[src/rtl/tmr_pkg.sv]
package tmr_pkg;

    localparam int TMR_DATA_W   = 32;
    localparam int TMR_BASE_DIV = 16;
    localparam int TMR_LOG_W    = 3;
    localparam logic [3:0] TMR_CFG_KEEP = 4'hB;

    typedef enum logic [1:0] {
        TMR_REG_CFG   = 2'd0,
        TMR_REG_START = 2'd1,
        TMR_REG_LEFT  = 2'd2,
        TMR_REG_NONE  = 2'd3
    } tmr_reg_e;

    typedef struct packed {
        logic                  load;
        logic [TMR_DATA_W-1:0] value;
    } tmr_load_t;

    // Ratio exponent: non-contiguous 3-bit code, plus one, wrapping mod 8.
    function automatic logic [TMR_LOG_W-1:0] tmr_ratio_log(input logic [3:0] cfg);
        logic [TMR_LOG_W-1:0] code;
        code = {cfg[3], cfg[1:0]};
        return code + 3'd1;
    endfunction

endpackage

[src/rtl/tmr_prescale.sv]
module tmr_prescale #(
    parameter int BASE_DIV = 16
) (
    input  logic clk,
    input  logic rst,
    output logic base_tick
);
    localparam int PW = $clog2(BASE_DIV);

    logic [PW-1:0] phase_q;

    always_ff @(posedge clk) begin
        if (rst)
            phase_q <= '0;
        else if (phase_q == PW'(BASE_DIV - 1))
            phase_q <= '0;
        else
            phase_q <= phase_q + 1'b1;
    end

    assign base_tick = (phase_q == PW'(BASE_DIV - 1));
endmodule

[src/rtl/tmr_divider.sv]
module tmr_divider #(
    parameter int LOG_W = 3
) (
    input  logic             clk,
    input  logic             rst,
    input  logic             load,
    input  logic             base_tick,
    input  logic [LOG_W-1:0] cfg_log,
    output logic             div_tick
);
    localparam int CW = (1 << LOG_W) - 1;

    logic [LOG_W-1:0] log_q;
    logic [CW-1:0]    sub_q;
    logic [CW-1:0]    limit;
    logic             skip_q;

    assign limit    = {CW{1'b1}} >> (LOG_W'(CW) - log_q);
    assign div_tick = base_tick && !skip_q && !load && (sub_q == limit);

    always_ff @(posedge clk) begin
        if (rst) begin
            log_q  <= '0;
            sub_q  <= '0;
            skip_q <= 1'b0;
        end else if (load) begin
            log_q  <= cfg_log;
            sub_q  <= '0;
            skip_q <= !base_tick;
        end else if (base_tick) begin
            if (skip_q) begin
                skip_q <= 1'b0;
            end else if (sub_q == limit) begin
                sub_q <= '0;
                log_q <= cfg_log;
            end else begin
                sub_q <= sub_q + 1'b1;
            end
        end
    end
endmodule

[src/rtl/tmr_count.sv]
module tmr_count
    import tmr_pkg::*;
#(
    parameter int DATA_W = TMR_DATA_W
) (
    input  logic              clk,
    input  logic              rst,
    input  tmr_load_t         ld,
    input  logic              div_tick,
    output logic [DATA_W-1:0] left,
    output logic              expire
);
    always_ff @(posedge clk) begin
        if (rst) begin
            left   <= '0;
            expire <= 1'b0;
        end else begin
            expire <= 1'b0;
            if (ld.load) begin
                left <= ld.value;
            end else if (div_tick && left != '0) begin
                left   <= left - 1'b1;
                expire <= (left == DATA_W'(1));
            end
        end
    end
endmodule

[src/rtl/tmr_countdown.sv]
module tmr_countdown
    import tmr_pkg::*;
#(
    parameter int DATA_W   = TMR_DATA_W,
    parameter int BASE_DIV = TMR_BASE_DIV,
    parameter int LOG_W    = TMR_LOG_W
) (
    input  logic              clk,
    input  logic              rst,
    input  logic              wr_en,
    input  logic [1:0]        wr_addr,
    input  logic [DATA_W-1:0] wr_data,
    input  logic [1:0]        rd_addr,
    output logic [DATA_W-1:0] rd_data,
    output logic              expire_o
);
    logic [3:0]        cfg_q;
    logic [DATA_W-1:0] start_q;
    logic [DATA_W-1:0] left;
    logic              base_tick;
    logic              div_tick;
    tmr_load_t         ld;

    assign ld.load  = wr_en && (tmr_reg_e'(wr_addr) == TMR_REG_START);
    assign ld.value = wr_data;

    always_ff @(posedge clk) begin
        if (rst) begin
            cfg_q   <= '0;
            start_q <= '0;
        end else if (wr_en) begin
            if (tmr_reg_e'(wr_addr) == TMR_REG_CFG)
                cfg_q <= wr_data[3:0] & TMR_CFG_KEEP;
            if (ld.load)
                start_q <= wr_data;
        end
    end

    tmr_prescale #(.BASE_DIV(BASE_DIV)) u_pre (
        .clk       (clk),
        .rst       (rst),
        .base_tick (base_tick)
    );

    tmr_divider #(.LOG_W(LOG_W)) u_div (
        .clk       (clk),
        .rst       (rst),
        .load      (ld.load),
        .base_tick (base_tick),
        .cfg_log   (tmr_ratio_log(cfg_q)),
        .div_tick  (div_tick)
    );

    tmr_count #(.DATA_W(DATA_W)) u_cnt (
        .clk      (clk),
        .rst      (rst),
        .ld       (ld),
        .div_tick (div_tick),
        .left     (left),
        .expire   (expire_o)
    );

    always_comb begin
        unique case (tmr_reg_e'(rd_addr))
            TMR_REG_CFG:   rd_data = {{(DATA_W-4){1'b0}}, cfg_q};
            TMR_REG_START: rd_data = start_q;
            TMR_REG_LEFT:  rd_data = left;
            default:       rd_data = '0;
        endcase
    end
endmodule

[config.mk]
export PLATFORM = sky130hd
export DESIGN_NAME = tmr_countdown
export DESIGN_NICKNAME = d
export VERILOG_FILES = /design/src/rtl/tmr_pkg.sv /design/src/rtl/tmr_prescale.sv /design/src/rtl/tmr_divider.sv /design/src/rtl/tmr_count.sv /design/src/rtl/tmr_countdown.sv
export SDC_FILE = /design/constraint.sdc
export NUM_CORES = 1
export LEC_CHECK = 0
export ABC_AREA = 1
export CAP_MARGIN = 10
export CORE_MARGIN = 1
export CORE_UTILIZATION = 55
export CTS_CLUSTER_SIZE = 14
export DETAILED_ROUTE_END_ITERATION = 10
export GPL_TIMING_DRIVEN = 0
export PLACE_DENSITY = 0.81
export SLEW_MARGIN = 25
export SYNTH_ARGS = -nofsm -noshare
export SYNTH_HDL_FRONTEND = slang
export SYNTH_SLANG_ARGS = --single-unit
export TNS_END_PERCENT = 20
[constraint.sdc]
create_clock -name clk -period 2.1 [get_ports clk]
set_clock_uncertainty 0.1 [all_clocks]
set_input_delay 0.42 -clock clk [delete_from_list [all_inputs] [get_ports clk]]
set_output_delay 0.42 -clock clk [all_outputs]
set_load 0.01 [all_outputs]
==> run_results.csv, run 1 <==
group,metric,value,unit
grt,grt_first_pass_wirelength,25100,µm
sta,final_min_period_over_clock_period,1.00,
hold_path,holdCritPathClass,"reg -> reg",
sta,timing.final.setup_violations,3,
grt,vias_in_the_first_global_route,5149,
drt,avgRoutedWirePerCell,16.9,µm
logic_synthesis,synth_top_cell_by_area,"sky130_fd_sc_hd__dfxtp_1",
power_and_ir_drop,ir_worst_vdd,0.000358,V
die,die_h,95.2,µm
worst_setup_path,timing.critical_path.required,2.22,ns
clock_network,cts_num_sinks,83,
logic_synthesis,avgSynthCellArea,6.21,µm²
worst_setup_path,worst-r2r-cell-count,8,
drt,number_of_vias_after_detailed_routing,5550,
hold_path,hp-start,"u_pre.phase_q[0]",
hold_path,hold-path-endpoint,"u_pre.phase_q[0]",
placement,port_buffers,71,
sta,fin_crit,2.10,ns
worst_setup_path,worst-endpoint-arrival,2.22,ns
hold_path,whs_path_depth,1,
worst_setup_path,timing.rr.end,"u_cnt.left[27]",
clock_network,numCtsBuffers,9,
die,die_area,9060,µm²
clock_network,cts_hold_buf,0,
logic_synthesis,largest_cells_by_area_after_synthesis,"sky130_fd_sc_hd__dfxtp_1 35%, sky130_fd_sc_hd__nand2_1 15%, sky130_fd_sc_hd__nor2_1 12%",
logic_synthesis,ys_seq_area_frac,0.348,
clock_network,clock_tree.htree_level_count,3,
placement,gp_congestion,1.01,
job,drv_cap,0,
sta,timing.final.hold_violations,0,
grt,grt_max_degree,14,
sta,tightest_slew,0.736,ns
worst_setup_path,worst_setup_path_end_kind,"flop",
clock_network,clk_transition_reported_paths,0.09,ns
logic_synthesis,synthesis_warnings,0,
drt,drt-vias-per-instance,5.74,
logic_synthesis,synth_fp_nets,814,
die,rows,33,
drt,drt_pass1_iterations,5,
sta,rsz0062_at_grt,"yes",
die,fp.dieW,95.2,µm
drt,detail-route-antenna-nets,0,
clock_network,cts_tree,"built",
logic_synthesis,synthesis.area,4780,µm²
final_layout,final_net_count,902,
power_and_ir_drop,total_leakage_power,2.80,nW
final_layout,syn2layout_area_growth,22.8,%
drt,total_wirelength,16400,µm
die,io_pins,72,
clock_network,clock-root-buffer,"sky130_fd_sc_hd__clkbuf_8",
sta,fmaxAchievable,475,MHz
logic_synthesis,synth_edf_count,0,
power_and_ir_drop,pwr_density_cell,641,nW/µm²
worst_setup_path,critical_path.startpoint_type,"primary input",
status,outcome,"complete, but fails checks",
clock_network,clock_latency,0.36,ns
final_layout,final_design_area_no_fill,5870,µm²
placement,detailedPlacementHpwl,11600,µm
power_and_ir_drop,report.power.total,3.76,mW
sta,max-slew-margin-rel,0.506,
worst_setup_path,flop2flop_setup_slack,0.05,ns
worst_setup_path,setup.worst_path.class,"in -> reg",
placement,placed_cell_area,5620,µm²
grt,antenna_found_initial,0,
clock_network,cts_buffer_depth,2,
logic_synthesis,post_synth_num_cell_types,34,
worst_setup_path,maximum_fanout_along_the_worst_path,10,
final_layout,layout-drive-gt1-share,0.130,
die,initial_core_util,0.576,
logic_synthesis,async_flop_share,0,
final_layout,n_antenna_cell,0,
drt,drc_errors,0,
logic_synthesis,yosysTopAreaCellShare,0.348,
worst_setup_path,regToRegStartpoint,"u_cnt.left[2]",
logic_synthesis,primary_ff_master_synth,"sky130_fd_sc_hd__dfxtp_1",
sta,totalNegativeSetupSlack,-0.00532,ns
drt,detailedRoute.firstIterationViolations,478,
logic_synthesis,ys_ff_latch,83,
logic_synthesis,synthesis.instances,770,
sta,finalWorstSetupSlack,-0.00433,ns
final_layout,layout.filler_cells,754,
grt,overflow,0,
status,failing_checks,"setup timing",
grt,track_usage,0.367,
die,design.core.area,8300,µm²
sta,final_max_slew_viol_count,0,
==> layer usage <==
layer | wire length [µm] | global-route usage
met5 | 0 | 0
met2 | 7350 | 0.604
met3 | 1610 | 0.0654
met1 | 6950 | 0.473
met4 | 472 | 0.150
==> how the worst max path moves through the flow <==
stage | from | end | slack, ns | depth (start not counted)
final | wr_en | start_q[9] | -0.004 | 7
after global routing | u_cnt.left[2] | u_cnt.left[27] | -0.08 | 8
after CTS | u_cnt.left[12] | u_cnt.left[20] | 0.01 | 11
after detailed placement | rd_addr[1] | rd_data[29] | -0.96 | 7
after global placement | rd_addr[1] | rd_data[29] | -0.95 | 7
after floorplan | rd_addr[1] | rd_data[3] | 0.30 | 5
==> worst max-delay path: stages <==
cell,delay (ns)
sky130_fd_sc_hd__clkdlybuf4s50_1,0.46
sky130_fd_sc_hd__inv_1,0.07
sky130_fd_sc_hd__nor3_4,0.33
sky130_fd_sc_hd__nor2_1,0.13
sky130_fd_sc_hd__inv_1,0.21
sky130_fd_sc_hd__clkbuf_1,0.46
sky130_fd_sc_hd__o22ai_1,0.13
==> stage by stage <==
step / util / hold slack, ns / worst slack, ns / cells
6_report: 0.707 / 0.359 / -0.00433 / 967
5_1_grt: 0.707 / 0.368 / -0.0806 / 967
4_1_cts: 0.697 / 0.348 / 0.0114 / 964
3_5_place_dp: 0.677 / 0.363 / -0.961 / 946
3_3_place_gp: 0.677 / 0.325 / -0.955 / 946
2_1_floorplan: - / 0.318 / 0.296 / 770
==> power by group <==
group | internal, mW | switching [mW]
Sequential | 1.64 | 0.0552
Combinational | 0.365 | 0.657
Clock | 0.421 | 0.621
==> cell type report <==
class	count	area (µm²)	area share
timing repair buffer	78	621	0.106
multi-input combinational	556	2670	0.455
sequential	83	1670	0.284
inverter	97	367	0.0625
clock buffer	10	128	0.0217
tap	105	131	0.0224
buffer	33	250	0.0426
clock inverter	5	31.3	0.00533
==> placed cells by master, fill, tap and decap left out, types with 4 or more instances in the layout <==
master and count:
sky130_fd_sc_hd__clkbuf_8 11, sky130_fd_sc_hd__dlygate4sd2_1 4, sky130_fd_sc_hd__clkdlybuf4s50_1 37, sky130_fd_sc_hd__nand4_1 9, sky130_fd_sc_hd__nor2_2 12, sky130_fd_sc_hd__dfxtp_1 80
sky130_fd_sc_hd__a21oi_1 9, sky130_fd_sc_hd__buf_4 9, sky130_fd_sc_hd__nand3_1 62, sky130_fd_sc_hd__xor2_1 11, sky130_fd_sc_hd__nor2_1 141, sky130_fd_sc_hd__nor3_1 5
sky130_fd_sc_hd__inv_1 90, sky130_fd_sc_hd__inv_2 5, sky130_fd_sc_hd__clkbuf_1 9, sky130_fd_sc_hd__buf_2 32, sky130_fd_sc_hd__o22ai_1 58, sky130_fd_sc_hd__nand2_1 191
sky130_fd_sc_hd__o21ai_0 27, sky130_fd_sc_hd__clkbuf_2 9
==> cell families (layout without fill, tap and decap cells) <==
family | after synthesis | in the layout | share of synthesized area
AOI/OAI and AO/OA | 106 | 106 | 0.131
DFF | 83 | 83 | 0.348
adders and majority gates | 5 | 5 | 0.0131
and+or+nand+nor | 431 | 431 | 0.374
buffers and inverters | 131 | 223 | 0.109
xor gates and xnor gates | 14 | 14 | 0.0257
==> Yosys cell counts (2+ instances only) <==
library cell                 n
sky130_fd_sc_hd__a21oi_1     9
sky130_fd_sc_hd__buf_1       5
sky130_fd_sc_hd__buf_2       3
sky130_fd_sc_hd__buf_4       2
sky130_fd_sc_hd__buf_6       2
sky130_fd_sc_hd__clkbuf_1   22
sky130_fd_sc_hd__dfxtp_1    83
sky130_fd_sc_hd__ha_1        5
sky130_fd_sc_hd__inv_1      92
sky130_fd_sc_hd__inv_2       3
sky130_fd_sc_hd__nand2_1   191
sky130_fd_sc_hd__nand2_2     2
sky130_fd_sc_hd__nand2_4     2
sky130_fd_sc_hd__nand3_1    62
sky130_fd_sc_hd__nand4_1     9
sky130_fd_sc_hd__nor2_1    150
sky130_fd_sc_hd__nor2_2      4
sky130_fd_sc_hd__nor2_4      2
sky130_fd_sc_hd__nor3_1      5
sky130_fd_sc_hd__o21ai_0    29
sky130_fd_sc_hd__o221ai_1    3
sky130_fd_sc_hd__o22ai_1    61
sky130_fd_sc_hd__xnor2_1     3
sky130_fd_sc_hd__xor2_1     11
==> flip-flops by register name, indices dropped and copies added, names as in the netlist <==
name,flops
start_q,32
u_cnt.left,32
u_div.sub_q,7
u_pre.phase_q,4
cfg_q,3
u_div.log_q,3
u_cnt.expire,1
u_div.skip_q,1
==> repair_timing <==
action                     CTS  global route
setup endpoints to repair   89            54
buffers inserted             2             3
hold endpoints to repair     0             0
gates cloned                 2             0
resized for setup          155            38
pin swaps                    3             4
Power figures use the tool's default switching activity.
==> run 2: changes to the inputs <==
--- a/config.mk
+++ b/config.mk
@@ -8,11 +8,10 @@
 export ABC_AREA = 1
 export CAP_MARGIN = 10
 export CORE_MARGIN = 1
-export CORE_UTILIZATION = 55
-export CTS_CLUSTER_SIZE = 14
+export CORE_UTILIZATION = 59
 export DETAILED_ROUTE_END_ITERATION = 10
 export GPL_TIMING_DRIVEN = 0
-export PLACE_DENSITY = 0.81
+export PLACE_DENSITY = 0.86
 export SLEW_MARGIN = 25
 export SYNTH_ARGS = -nofsm -noshare
 export SYNTH_HDL_FRONTEND = slang
==> constraint.sdc (replaced) <==
create_clock -name clk -period 2.55 [get_ports clk]
set_clock_uncertainty 0.1 [all_clocks]
set_input_delay 0.51 -clock clk [delete_from_list [all_inputs] [get_ports clk]]
set_output_delay 0.51 -clock clk [all_outputs]
set_load 0.01 [all_outputs]
==> run_results.csv, run 2 (synthesis gave the netlist of run 1 again) <==
group,metric,value,unit
status,outcome,"completed",
worst_setup_path,maximum_fanout_along_the_worst_path,10,
die,rows,32,
final_layout,registers_with_the_most_flip_flops,"start_q: 32 flops, u_cnt.left: 32 flops, u_div.sub_q: 7 flops",
grt,antenna_found_initial,0,
final_layout,n_antenna_cell,0,
clock_network,cts_tree,"built",
final_layout,syn2layout_area_growth,20.8,%
final_layout,layout.filler_cells,638,
drt,total_wirelength,16100,µm
sta,hold-worst-slack,0.378,ns
final_layout,layout_common_cells,"191 x sky130_fd_sc_hd__nand2_1, 150 x sky130_fd_sc_hd__nor2_1, 92 x sky130_fd_sc_hd__inv_1",
sta,final_min_period_over_clock_period,0.980,
job,drv_cap,0,
worst_setup_path,worst-r2r-cell-count,12,
die,design.core.area,7770,µm²
die,die_area,8460,µm²
drt,drt_pass1_iterations,5,
power_and_ir_drop,ir_worst_vdd,0.000357,V
power_and_ir_drop,total_leakage_power,2.71,nW
hold_path,whs_path_depth,2,
placement,gp_congestion,0.960,
hold_path,holdCritPathClass,"reg -> reg",
drt,avgRoutedWirePerCell,16.8,µm
clock_network,clock_latency,0.36,ns
drt,drc_errors,0,
final_layout,final_net_count,895,
final_layout,layout.core_utilization,0.743,
sta,rsz0062_at_grt,"yes",
grt,vias_in_the_first_global_route,5239,
die,fp.dieW,92.0,µm
sta,timing.final.setup_violations,0,
worst_setup_path,critical_path.startpoint_type,"primary input",
worst_setup_path,timing.critical_path.required,1.94,ns
worst_setup_path,setup.worst_path.class,"in -> out",
clock_network,clock-root-buffer,"sky130_fd_sc_hd__clkbuf_8",
grt,track_usage,0.378,
die,die_h,92.0,µm
worst_setup_path,worst_setup_path_end_kind,"output port",
final_layout,layout-drive-gt1-share,0.0806,
clock_network,numCtsBuffers,9,
sta,max-slew-margin-rel,0.444,
die,io_pins,72,
placement,detailedPlacementHpwl,11800,µm
clock_network,clk_transition_reported_paths,0.07,ns
sta,final_max_slew_viol_count,0,
grt,grt_first_pass_wirelength,25000,µm
sta,tightest_slew,0.828,ns
drt,detailedRoute.firstIterationViolations,489,
clock_network,cts_buffer_depth,2,
drt,detail-route-antenna-nets,0,
placement,port_buffers,71,
sta,fmaxAchievable,400,MHz
clock_network,clock_tree.htree_level_count,3,
drt,number_of_vias_after_detailed_routing,5620,
worst_setup_path,worst-endpoint-arrival,1.89,ns
power_and_ir_drop,pwr_density_cell,563,nW/µm²
grt,overflow,0,
sta,timing.final.hold_violations,0,
die,initial_core_util,0.615,
final_layout,most_common_library_cell_in_the_layout_ignoring_fill_and_taps,"sky130_fd_sc_hd__nand2_1",
clock_network,cts_num_sinks,83,
sta,fin_crit,2.50,ns
grt,grt_max_degree,14,
drt,drt-vias-per-instance,5.87,
-- run 2: final timing paths --
path	from	slack, ns	end
max	rd_addr[1]	0.05	rd_data[16]
min	start_q[27]	0.38	start_q[27]
max reg2reg	u_cnt.left[0]	0.24	u_cnt.left[9]
min reg2reg	start_q[27]	0.38	start_q[27]
-- run 2: power by group --
group | switching [mW] | internal (mW) | leakage, nW
clock network | 0.497 | 0.550 | 0.103
logic | 0.528 | 0.278 | 1.93
registers | 0.0443 | 1.35 | 0.676
total | 1.07 | 2.18 | 2.71
-- run 2: repair_timing --
| item | in CTS | in global routing |
|---|---|---|
| gates resized for setup | 57 | 49 |
| hold buffers | 0 | 0 |
| endpoints found under the setup margin | 32 | 33 |
| buffers inserted | 0 | 0 |
| endpoints found under the hold margin | 0 | 0 |
| pin swaps | 0 | 0 |
-- run 2: layout make-up --
type	instances	area (µm²)	share of cell area
buffer	33	203	0.0351
sequential	83	1660	0.288
inverter	97	367	0.0635
timing repair buffer	71	593	0.103
multi-input combinational	556	2610	0.452
tap	102	128	0.0221
clock inverter	5	77.6	0.0134
clock buffer	11	131	0.0228
-- run 2: worst max-delay path, cell delays in order --
cell	delay, ns
sky130_fd_sc_hd__clkdlybuf4s50_1	0.48
sky130_fd_sc_hd__inv_1	0.06
sky130_fd_sc_hd__or2_4	0.27
sky130_fd_sc_hd__clkbuf_16	0.18
sky130_fd_sc_hd__o22ai_1	0.13
sky130_fd_sc_hd__clkdlybuf4s15_2	0.26
-- run 2: through the flow --
stage / TNS [ns] / power [mW] / worst slack (ns) / cell area, µm² / instances
5_1_grt: -0.0416 / 3.36 / -0.0416 / 5770 / 958
6_report: 0 / 3.25 / 0.0519 / 5770 / 958
3_3_place_gp: -22.74 / 2.17 / -0.713 / 5620 / 943
4_1_cts: 0 / 3.21 / 0.000892 / 5840 / 958
2_1_floorplan: 0 / 1.92 / 0.566 / 4780 / 770
3_5_place_dp: -28.22 / 2.19 / -0.714 / 5620 / 943
-- run 2: routing by layer --
metal	vias up	share of wire	routed length, µm	GRT usage
li1	2632	-	-	-
met1	2526	0.40	6470	0.485
met2	398	0.44	7130	0.606
met3	64	0.11	1800	0.0597
met4	0	0.043	698	0.210
met5	-	0	0	0
